File: src/rtl/dram_seq_pkg.sv
package dram_seq_pkg;
  typedef enum logic [2:0] {
    ST_IDLE = 3'd0,
    ST_TP   = 3'd1,
    ST_TR   = 3'd2,
    ST_TC1  = 3'd3,
    ST_TW   = 3'd4,
    ST_TC2  = 3'd5
  } seq_state_t;
endpackage

File: src/rtl/dram_area_dec.sv
module dram_area_dec #(
  parameter int AREA_W    = 3,
  parameter int N_AREA    = 4,
  parameter int AREA_BASE = 2
) (
  input  logic [AREA_W-1:0] area,
  input  logic [N_AREA-1:0] map,
  input  logic [N_AREA-1:0] wait_en,
  output logic [N_AREA-1:0] sel,
  output logic              hit,
  output logic              wen
);
  for (genvar i = 0; i < N_AREA; i++) begin : g_area
    localparam logic [AREA_W-1:0] ID = AREA_W'(AREA_BASE + i);
    assign sel[i] = (area == ID) && map[i];
  end
  assign hit = |sel;
  assign wen = |(sel & wait_en);
endmodule

File: src/rtl/dram_addr_mux.sv
module dram_addr_mux #(
  parameter int ADDR_W = 24,
  parameter int AB_W   = 13,
  parameter int COL_W  = 10,
  parameter int ROW_W  = 10
) (
  input  logic [ADDR_W-1:0] addr,
  input  logic              col_phase,
  output logic [AB_W-1:0]   bus
);
  logic [ROW_W-1:0] row;
  logic [COL_W-1:0] col;
  assign row = addr[COL_W+1 +: ROW_W];
  assign col = addr[1 +: COL_W];
  assign bus = col_phase ? AB_W'(col) : AB_W'(row);
endmodule

File: src/rtl/dram_seq_fsm.sv
module dram_seq_fsm
  import dram_seq_pkg::*;
(
  input  logic       clk,
  input  logic       rst,
  input  logic       start,
  input  logic       wait_hold,
  output seq_state_t state_q,
  output seq_state_t state_d
);
  always_comb begin
    state_d = state_q;
    unique case (state_q)
      ST_IDLE: if (start) state_d = ST_TP;
      ST_TP:   state_d = ST_TR;
      ST_TR:   state_d = ST_TC1;
      ST_TC1,
      ST_TW:   state_d = wait_hold ? ST_TW : ST_TC2;
      ST_TC2:  state_d = ST_IDLE;
      default: state_d = ST_IDLE;
    endcase
  end

  always_ff @(posedge clk) begin
    if (rst) state_q <= ST_IDLE;
    else     state_q <= state_d;
  end
endmodule

File: src/rtl/dram_cycle_seq.sv
module dram_cycle_seq
  import dram_seq_pkg::*;
#(
  parameter int ADDR_W    = 24,
  parameter int DW        = 16,
  parameter int AB_W      = 13,
  parameter int COL_W     = 10,
  parameter int AREA_W    = 3,
  parameter int N_AREA    = 4,
  parameter int AREA_BASE = 2
) (
  input  logic              clk,
  input  logic              rst,
  input  logic              req_valid,
  input  logic              req_write,
  input  logic              req_word,
  input  logic [ADDR_W-1:0] req_addr,
  input  logic [DW-1:0]     req_wdata,
  output logic              req_ack,
  output logic [DW-1:0]     rd_data,
  input  logic [N_AREA-1:0] cfg_dram_map,
  input  logic [N_AREA-1:0] cfg_wait_en,
  input  logic              cfg_oe_en,
  output logic [AB_W-1:0]   dram_addr,
  output logic [N_AREA-1:0] dram_ras_n,
  output logic              dram_ucas_n,
  output logic              dram_lcas_n,
  output logic              dram_we_n,
  output logic              dram_oe_n,
  output logic [DW-1:0]     dram_dq_o,
  output logic              dram_dq_oe,
  input  logic [DW-1:0]     dram_dq_i,
  input  logic              dram_wait
);
  localparam int ROW_W = ADDR_W - AREA_W - COL_W - 1;

  seq_state_t state_q, state_d;
  logic [N_AREA-1:0] dec_sel;
  logic              dec_hit, dec_wen, start;

  logic [ADDR_W-1:0] addr_q, cur_addr;
  logic [N_AREA-1:0] sel_q, cur_sel;
  logic              write_q, word_q, wen_q;
  logic              cur_write, cur_word;
  logic [DW-1:0]     wdata_q;

  logic              row_on, col_on, up_en, lo_en;
  logic [AB_W-1:0]   addr_d;

  dram_area_dec #(.AREA_W(AREA_W), .N_AREA(N_AREA), .AREA_BASE(AREA_BASE)) u_dec (
    .area    (req_addr[ADDR_W-1 -: AREA_W]),
    .map     (cfg_dram_map),
    .wait_en (cfg_wait_en),
    .sel     (dec_sel),
    .hit     (dec_hit),
    .wen     (dec_wen)
  );

  assign start = (state_q == ST_IDLE) && req_valid && dec_hit;

  dram_seq_fsm u_fsm (
    .clk       (clk),
    .rst       (rst),
    .start     (start),
    .wait_hold (wen_q & dram_wait),
    .state_q   (state_q),
    .state_d   (state_d)
  );

  // Request fields that apply to the state being entered.
  assign cur_addr  = start ? req_addr  : addr_q;
  assign cur_sel   = start ? dec_sel   : sel_q;
  assign cur_write = start ? req_write : write_q;
  assign cur_word  = start ? req_word  : word_q;

  assign col_on = (state_d == ST_TC1) || (state_d == ST_TW) || (state_d == ST_TC2);
  assign row_on = col_on || (state_d == ST_TR);
  assign up_en  = !(cur_write && !cur_word && cur_addr[0]);
  assign lo_en  = !(cur_write && !cur_word && !cur_addr[0]);

  dram_addr_mux #(.ADDR_W(ADDR_W), .AB_W(AB_W), .COL_W(COL_W), .ROW_W(ROW_W)) u_mux (
    .addr      (cur_addr),
    .col_phase (col_on),
    .bus       (addr_d)
  );

  always_ff @(posedge clk) begin
    if (rst) begin
      addr_q  <= '0;
      sel_q   <= '0;
      write_q <= 1'b0;
      word_q  <= 1'b0;
      wen_q   <= 1'b0;
      wdata_q <= '0;
    end else if (start) begin
      addr_q  <= req_addr;
      sel_q   <= dec_sel;
      write_q <= req_write;
      word_q  <= req_word;
      wen_q   <= dec_wen;
      wdata_q <= req_wdata;
    end
  end

  always_ff @(posedge clk) begin
    if (rst) begin
      dram_addr   <= '0;
      dram_ras_n  <= '1;
      dram_ucas_n <= 1'b1;
      dram_lcas_n <= 1'b1;
      dram_we_n   <= 1'b1;
      dram_oe_n   <= 1'b1;
      dram_dq_o   <= '0;
      dram_dq_oe  <= 1'b0;
      req_ack     <= 1'b0;
      rd_data     <= '0;
    end else begin
      dram_addr   <= addr_d;
      dram_ras_n  <= row_on ? ~cur_sel : '1;
      dram_ucas_n <= !(col_on && up_en);
      dram_lcas_n <= !(col_on && lo_en);
      dram_we_n   <= !(col_on && cur_write);
      dram_oe_n   <= !(col_on && !cur_write && cfg_oe_en);
      dram_dq_o   <= start ? req_wdata : wdata_q;
      dram_dq_oe  <= col_on && cur_write;
      req_ack     <= (state_q == ST_TC2);
      if (state_q == ST_TC2) rd_data <= dram_dq_i;
    end
  end
endmodule


File: config.mk
export PLATFORM = sky130hd
export DESIGN_NAME = dram_cycle_seq
export DESIGN_NICKNAME = d
export VERILOG_FILES = /design/src/rtl/dram_seq_pkg.sv /design/src/rtl/dram_area_dec.sv /design/src/rtl/dram_addr_mux.sv /design/src/rtl/dram_seq_fsm.sv /design/src/rtl/dram_cycle_seq.sv
export SDC_FILE = /design/constraint.sdc
export NUM_CORES = 1
export LEC_CHECK = 0
export ABC_CLOCK_PERIOD_IN_PS = 5300
export BUFFER_PORTS_ARGS = -buffer_cell sky130_fd_sc_hd__buf_2
export CORE_MARGIN = 5
export CORE_UTILIZATION = 54
export CTS_BUF_LIST = sky130_fd_sc_hd__clkbuf_4
export DETAILED_ROUTE_END_ITERATION = 6
export GPL_ROUTABILITY_DRIVEN = 0
export MAX_ROUTING_LAYER = met4
export PLACE_DENSITY = 0.9
export RECOVER_POWER = 50
export SLEW_MARGIN = 20
export SYNTH_ARGS = -nofsm -noshare
export SYNTH_HDL_FRONTEND = slang
export SYNTH_SLANG_ARGS = --single-unit
File: constraint.sdc
create_clock -name clk -period 5.3 [get_ports clk]
set_input_delay 0.265 -clock clk [delete_from_list [all_inputs] [get_ports clk]]
set_output_delay 0.265 -clock clk [all_outputs]
set_load 0.05 [all_outputs]
==> results.cfg, run 1 <==
[clock_tree]
path_clk_slew_ns = 0.13
cts_hold_buffers = 0
cts_max_path_buffers = 2
cts_num_sinks = 83
numCtsBuffers = 9
cts_tree = done
cts_setup_buffers = 0
post_cts_resized = 0
insertion_delay_ns = 0.41
root_buffer = clkbuf_4
htree_levels = 3

[synth]
synthTopCellsByArea = dfxtp_1 (52%), a21oi_1 (11%), nand3_1 (6.7%), o21ai_0 (6.4%), nand2_1 (4.8%)
yosysUniqueCellTypes = 36
synth-edff-count = 0
synth_flop_cell = dfxtp_1
synth-seq-cells = 83
yosys_warnings = 0
synth_common_cells = dfxtp_1 (83), a21oi_1 (72), nand3_1 (43)
postSynthAreaPerCell_um2 = 8.41
synth_top_area_share = 0.520
syn_inst = 380
yosysMostFrequentCell = dfxtp_1
synth_area_um2 = 3190
synth_top_area_cell = dfxtp_1
yosysSeqAreaShare = 0.520
synth-async-reset-ratio = 0

[layout]
stdcell_count = 560
layout-drive-gt1-share = 0.219
final_nets = 551
n_fill_cell = 533
diodes = 0
final_area_um2 = 3900
synthToLayoutAreaGrowth_pct = 22.0
final_util = 0.666

[route]
via_count = 3139
routed_wl_mm = 8.58
wl_per_cell_um = 15.3
drtIter0Drc = 333
drc = 0
ant_nets = 0
vias_per_cell = 5.61
firstDrtPassIters = 5

[worst_setup_path]
timing.rr.start = u_fsm.state_q[1]
required_ns = 5.60
cp_max_fo = 43
timing.critical_path.to_type = register
crit_start = u_fsm.state_q[1]
arrival_ns = 2.99
cp-start-kind = register
crit_type = register to register

[grt]
grt_use_total = 0.230
antenna_found_initial = 0
grt_pass1_vias = 2905
overflow = 0
grt_max_degree = 79
grt_pass1_wl_mm = 13.5

[die]
start_util = 0.546
fp.dieW_um = 86.9
ios = 126
dieArea_um2 = 7550
rows = 28
coreArea_um2 = 5850
die-height_um = 86.9

[sta]
timing.final.crit_share = 0.508
rsz0062_at_grt = false
report.final.setup_viol = 0
report.final.slew_viol_count = 0
fin_tns_setup_ns = 0
fmax_ghz = 0.372
fin_worst_skew_ns = 0.0120
layout_setup_ws_ns = 2.61
worst_slew_pin_slew_ns = 0.965
whs_ns = 0.0305
fin_crit_ns = 2.69
relSlewSlack = 0.355
hold_viol = 0

[pwr]
power_mw = 1.68
irDropWorstVdd_v = 0.000208
sw_frac_of_total = 0.391
switchingPower_mw = 0.656
intPower_mw = 1.02
p_per_area_nw_per_um2 = 430
pwr-share-seq = 0.435
power_leakage_nw = 1.43
clkPwrFrac = 0.242
comb_power_share = 0.323

[job]
maxCapViolations = 0

[min_path]
worstHoldStart = cfg_oe_en
min_path_type = primary input to register

[placement]
post-place-cells = 543
dpl.hpwl_mm = 5.57
placed_area_um2 = 3770
portBuffers = 122
pre_cts_ws_ns = 2.70

[outcome]
status = finished clean
## flip-flops by register name, summed over array words and instances (netlist names), 3 cells and up
| name | count |
|---|---|
| addr_q | 21 |
| rd_data | 16 |
| dram_dq_o | 16 |
| sel_q | 4 |
| u_fsm.state_q | 3 |
| dram_addr | 10 |
| dram_ras_n | 4 |
## logic make-up after synthesis
family                    count (synthesis)  share of synthesized area
other                                     1                    0.00117
buffers and inverters                    41                     0.0552
AOI/OAI and AO/OA                       130                      0.230
muxes                                     2                    0.00627
xor gates and xnor gates                  1                    0.00274
and+or+nand+nor                         122                      0.185
DFF                                      83                      0.520
## cells in the final DEF, fill, tap and decap left out, types with 2 or more instances in the layout
master,n
nor2_1,13
nor4_1,2
clkbuf_1,52
dfxtp_1,83
nor3_1,3
nand2_1,41
nand2b_1,6
o221a_2,10
bufinv_16,2
clkinv_2,2
nand3_1,43
buf_2,70
a21oi_1,72
nand3b_1,5
conb_1,3
mux2i_1,2
clkinvlp_4,3
buf_4,2
or2_2,2
clkbuf_4,9
inv_1,3
o21ai_0,41
## per-layer routing
layer / track usage / up-vias / part of all wire
li1: - / 1530 / -
met1: 0.277 / 1454 / 0.38
met2: 0.361 / 132 / 0.51
met3: 0.0511 / 23 / 0.084
met4: 0.118 / 0 / 0.025
met5: - / - / 0
## path summary, 6_finish.rpt
kind	to	slack (ns)	depth (start not counted)
min reg2reg	dram_ras_n[1]	0.40	1
min	dram_oe_n	0.03	2
max reg2reg	dram_addr[0]	2.61	4
max	dram_addr[0]	2.61	4
## final cells by class
type | instances | area, µm² | area share
clock buffer | 9 | 67.6 | 0.0173
clock inverter | 7 | 92.6 | 0.0238
inverter | 3 | 11.3 | 0.00289
multi-input combinational | 258 | 1380 | 0.355
sequential | 83 | 1660 | 0.426
tap | 75 | 93.8 | 0.0241
timing repair buffer | 125 | 588 | 0.151
## critical path, cell delays in order (launching register included)
cell and delay [ns]:
dfxtp_1 0.39, or3b_4 0.45, nor2_4 0.74, nand2_1 0.57, o221a_2 0.44
## power by group through the flow
stage          clock network [mW]  logic [mW]  registers [mW]
6_report                    0.406       0.541           0.729
3_5_place_dp                    0       0.543           0.740
4_1_cts                     0.411       0.546           0.726
3_3_place_gp                    0       0.532           0.736
2_1_floorplan                   0       0.280           0.881
5_1_grt                     0.438       0.582           0.737
No activity file was read; power rests on OpenSTA's default activity.
==> inputs of run 2 (changes only) <==
ABC_CLOCK_PERIOD_IN_PS = 2810   (was 5300)
CORE_UTILIZATION = 50   (was 54)
PLACE_DENSITY = 0.84   (was 0.9)
clock period = 2.81 ns   (was 5.3 ns; I/O delays follow)
==> run 2 against run 1 <==
Against the previous run: final cell count rose by 11%; worst hold slack improved by 0.058 ns; critical endpoint is now dram_addr[9]; first-iteration DRC count fell by 5.1%; largest cell class unchanged; routed wire length rose by 13%; non-clock buffer count rose by 58; clock skew rose by 0.00090 ns; sequential share of layout area fell by 5.1 points.
==> results.cfg, run 2 (synthesis results as in run 1) <==
[layout]
layout_common_cells = dfxtp_1 (83), a21oi_1 (72), buf_2 (70)
top_regs = addr_q (21), dram_dq_o (16), rd_data (16)
top_register = addr_q
final_area_um2 = 4430
synthToLayoutAreaGrowth_pct = 38.6
diodes = 0
layout-drive-gt1-share = 0.195
final_common_cell = dfxtp_1
largest_reg_flops = 21
final_nets = 609

[clock_tree]
post_cts_resized = 0
numCtsBuffers = 9
insertion_delay_ns = 0.41
root_buffer = clkbuf_4
cts_max_path_buffers = 2
path_clk_slew_ns = 0.12
cts_num_sinks = 83
cts_tree = done
htree_levels = 3

[route]
via_count = 3487
routed_wl_mm = 9.73
drtIter0Drc = 316
firstDrtPassIters = 5
ant_nets = 0
vias_per_cell = 5.62
drc = 0
wl_per_cell_um = 15.7

[worst_setup_path]
cp_slowest_stage_delay_ns = 0.44
required_ns = 3.11
setup.reg_to_reg.worst_slack_ns = 0.68
cp-start-kind = register
critPathBufInv = 0
cp_max_fo = 20
worstRegToRegCells = 4
crit_type = register to register
critical_path.cell_chain = or3b_4 -> nor2_4 -> nand2_1 -> o221a_2
arrival_ns = 2.44
timing.critical_path.to_type = register
crit_start = u_fsm.state_q[1]
cp_top_family = simple AND/OR/NAND/NOR gates
timing.rr.start = u_fsm.state_q[1]
crit_slowest_cell = or3b_4
regToRegEndpoint = dram_addr[9]

[grt]
grt_max_degree = 53
overflow = 0
antenna_found_initial = 0
grt_pass1_vias = 3337
grt_use_total = 0.238
grt_pass1_wl_mm = 15.7

[die]
ios = 126
dieArea_um2 = 8090
die-height_um = 89.9
fp.dieW_um = 89.9
rows = 29
start_util = 0.509
coreArea_um2 = 6280

[placement]
portBuffers = 122
dpl.hpwl_mm = 5.81
placed_area_um2 = 3800

[sta]
report.final.setup_viol = 0
fin_worst_skew_ns = 0.0129
fmax_ghz = 0.469
worst_slew_pin_slew_ns = 0.936
timing.final.crit_share = 0.759
rsz0062_at_grt = false
hold_viol = 0
relSlewSlack = 0.376
fin_crit_ns = 2.13
report.final.slew_viol_count = 0
fin_tns_setup_ns = 0

[pwr]
power_mw = 3.14
power_leakage_nw = 1.67
irDropWorstVdd_v = 0.000373
p_per_area_nw_per_um2 = 709

[outcome]
status = finished clean

[min_path]
min_to = sel_q[3]
hold_depth = 4
worstHoldStart = cfg_dram_map[3]
min_path_type = primary input to register

[job]
maxCapViolations = 0
[run 2: changes by cell type in the layout (fill, tap and decap cells not counted)]
cell           delta
buf_16            -1
clkinv_2          +1
bufinv_16         -1
clkbuf_4          +1
or2_2             -1
dlygate4sd3_1    +56
or2_1             +1
buf_4             +3
clkinvlp_4        -2
clkinv_1          +1
[run 2: final cells by class]
| type | count | area, µm² |
|---|---|---|
| fill | 499 | 1850 |
| sequential | 83 | 1660 |
| multi-input combinational | 258 | 1380 |
| timing repair buffer | 183 | 1140 |
| tap | 77 | 96.3 |
| clock buffer | 10 | 75.1 |
| clock inverter | 6 | 56.3 |
| inverter | 3 | 11.3 |
[run 2: worst max path at each step]
stage,end,slack (ns),cells past startpoint
floorplan,sel_q[3],1.07,6
global placement,dram_addr[3],0.78,4
detailed placement,dram_addr[7],0.74,4
CTS,dram_addr[9],0.73,4
global route,dram_addr[9],0.58,4
finish,dram_addr[9],0.68,4
[run 2: tightest hold or removal path: cells and delay by family]
| family | cells | cell delay (ns) |
|---|---|---|
| compound gates | 1 | 0.05 |
| buf+inv | 1 | 0.12 |
| simple gates | 2 | 0.15 |
[run 2: where the power goes]
group / total, mW / switching, mW / internal, mW
combinational: 1.10 / 0.780 / 0.324
clock: 0.666 / 0.392 / 0.275
sequential: 1.37 / 0.0666 / 1.30
total: 3.14 / 1.24 / 1.90
[run 2: through the flow]
stage,util,setup WS (ns),instances,hold slack (ns)
global placement,0.605,0.784,548,0.326
detailed placement,0.605,0.739,548,0.331
finish,0.705,0.676,620,0.0882
global route,0.705,0.580,620,0.104
floorplan,-,1.07,382,0.212
CTS,0.716,0.727,620,0.0579
[run 2: repair_timing]
action	CTS	global route
hold buffers	56	0
setup buffers	0	0
hold endpoints to repair	62	0
[run 2: metal layers]
metal | track usage | routed length [µm]
met3 | 0.0526 | 641
met2 | 0.385 | 4770
met1 | 0.285 | 4000
met4 | 0.0993 | 325
met5 | - | 0
==> inputs of run 3 (changes only) <==
ABC_AREA = 1   (was not set)
ABC_CLOCK_PERIOD_IN_PS = 1810   (was 2810)
CORE_UTILIZATION = 45   (was 50)
PLACE_DENSITY = 0.8   (was 0.84)
clock period = 1.81 ns   (was 2.81 ns; I/O delays follow)
==> run 3 against run 2 <==
Against the previous run: sequential share of layout area fell by 0.93 points; power increased by 32%; non-clock buffer count rose by 1; maximum frequency up 31%; global-route usage fell by 2.4 points; count of clock-buffer cells in the layout down 1; worst setup slack got worse by 0.50 ns; critical path depth is 2 higher; first-iteration DRC count shrank 58%; combinational power shrank 28%; utilization shrank 6.9 points; critical path type unchanged; critical endpoint is now dram_ras_n[0]; largest cell class unchanged.
==> results.cfg, run 3 <==
[outcome]
status = finished clean

[min_path]
min_to = word_q
hold_depth = 5
worstHoldStart = req_word
min_path_type = primary input to register

[grt]
busiest_layer = met2
overflow = 0
use_met1 = 0.242
grt_pass1_wl_mm = 14.7
grt.met2_usage = 0.362
antenna_found_initial = 1
grt_max_degree = 45
grt_use_total = 0.214
grtUsageMet3 = 0.0474
grt_pass1_vias = 3227

[sta]
fin_worst_skew_ns = 0.0171
fin_tns_setup_ns = 0
fin_crit_ns = 1.63
report.final.slew_viol_count = 0
timing.final.crit_share = 0.903
relSlewSlack = 0.581
hold_viol = 0
report.final.setup_viol = 0
worst_slew_pin_slew_ns = 0.631
fmax_ghz = 0.612
rsz0062_at_grt = false
layout_setup_ws_ns = 0.175

[worst_setup_path]
required_ns = 2.10
crit_type = register to register
regToRegEndpoint = dram_ras_n[0]
critical_path.cell_chain = inv_1 -> nand2_1 -> a21oi_1 -> nor2_2 -> a21oi_1 -> o211ai_1
critPathBufInv = 1
cp-start-kind = register
path_common_cell = a21oi_1
crit_slowest_cell = dfxtp_1
timing.rr.start = u_fsm.state_q[1]
setup.reg_to_reg.worst_slack_ns = 0.18
arrival_ns = 1.93
timing.critical_path.to_type = register
cp_max_fo = 7
cp_top_family = compound AO/OA/AOI/OAI gates
cp_slowest_stage_delay_ns = 0.37
worstRegToRegCells = 6

[synth]
synth_top_area_cell = dfxtp_1
synth_top_area_share = 0.510
synth_area_um2 = 3260
yosys_warnings = 0
synth-edff-count = 0
syn_inst = 411
postSynthAreaPerCell_um2 = 7.92
yosysMostFrequentCell = nor2_1
synthTopCellsByArea = dfxtp_1 (51%), nor2_1 (10%), nand2_1 (7.0%), nand3_1 (5.7%), o21ai_0 (5.4%)
synth-seq-cells = 83
synth_flop_cell = dfxtp_1
yosysSeqAreaShare = 0.510
synth_common_cells = nor2_1 (91), dfxtp_1 (83), nand2_1 (61)
yosysUniqueCellTypes = 29
synth-async-reset-ratio = 0

[layout]
final_util = 0.636
synthToLayoutAreaGrowth_pct = 39.4
largest_reg_flops = 21
top_register = addr_q
layout_common_cells = nor2_1 (90), dfxtp_1 (83), buf_2 (70)
layout-drive-gt1-share = 0.207
final_nets = 654
top_regs = addr_q (21), dram_dq_o (16), rd_data (16)
final_common_cell = nor2_1

[clock_tree]
path_clk_slew_ns = 0.14
insertion_delay_ns = 0.43
root_buffer = clkbuf_4
cts_max_path_buffers = 2
htree_levels = 3
numCtsBuffers = 9
cts_tree = done
cts_setup_buffers = 0
cts_num_sinks = 83

[die]
start_util = 0.456
dieArea_um2 = 9040
die-height_um = 95.1
coreArea_um2 = 7140
fp.dieW_um = 95.1
ios = 126
rows = 31

[pwr]
irDropWorstVdd_v = 0.000477
power_leakage_nw = 2.01
p_per_area_nw_per_um2 = 910

[route]
routed_wl_mm = 9.07
vias_per_cell = 4.75
drc = 0
firstDrtPassIters = 4
ant_nets = 0
wl_per_cell_um = 13.2
via_count = 3267
drtIter0Drc = 134

[job]
maxCapViolations = 0

[placement]
portBuffers = 122
pre_cts_ws_ns = 0.155
dpl.hpwl_mm = 5.76
run 3: power breakdown:
part / leakage [nW] / switching [mW] / total, mW / internal, mW
Clock: 0.0971 / 0.673 / 1.38 / 0.711
Sequential: 0.674 / 0.0403 / 1.96 / 1.92
Combinational: 1.24 / 0.519 / 0.791 / 0.272
run 3: cell families (layout without fill, tap and decap cells):
kind of cell,count (synthesis),in the layout,share of synthesized area
compound gates,65,65,0.104
buf+inv,44,219,0.0865
flops,83,83,0.510
other cells,1,4,0.00115
simple gates,218,218,0.298
run 3: through the flow:
stage,instances,total power [mW],hold slack (ns),cell area [µm²]
floorplan,413,2.54,0.175,3260
global route,688,4.32,0.0436,4540
global placement,615,2.68,0.305,3850
detailed placement,615,2.70,0.299,3850
finish,688,4.13,0.0386,4540
CTS,687,4.15,0.0178,4600
run 3: worst max path at each step:
| stage | start | cells after the start | slack [ns] | end |
|---|---|---|---|---|
| floorplan | u_fsm.state_q[2] | 9 | 0.51 | dram_addr[0] |
| global placement | u_fsm.state_q[1] | 8 | 0.28 | dram_addr[5] |
| detailed placement | u_fsm.state_q[1] | 8 | 0.15 | dram_addr[6] |
| CTS | u_fsm.state_q[1] | 8 | 0.13 | dram_addr[6] |
| global route | u_fsm.state_q[1] | 8 | 0.04 | sel_q[0] |
| finish | u_fsm.state_q[1] | 6 | 0.18 | dram_ras_n[0] |
run 3: area by class of cell:
| cell class | instances | area (µm²) |
|---|---|---|
| Timing Repair Buffer | 184 | 1160 |
| Clock buffer | 9 | 67.6 |
| Antenna cell | 1 | 2.50 |
| Multi-Input combinational cell | 286 | 1320 |
| Inverter | 19 | 76.3 |
| Tap cell | 99 | 124 |
| Sequential cell | 83 | 1660 |
| Fill cell | 644 | 2600 |
| Clock inverter | 7 | 124 |
run 3: what timing repair did:
item,CTS,global route
hold endpoints to repair,58,0
hold buffers,56,0
resized for setup,0,1
endpoints found under the setup margin,0,5
run 3: tightest hold or removal path, delay by kind of cell:
kind | cells | cell delay (ns)
buffers and inverters | 2 | 0.10
and+or+nand+nor | 3 | 0.23
run 3: per-layer routing:
metal,vias to the layer above,routed length [µm]
li1,1658,-
met1,1467,3670
met2,124,4660
met3,18,576
met4,0,165
met5,-,0
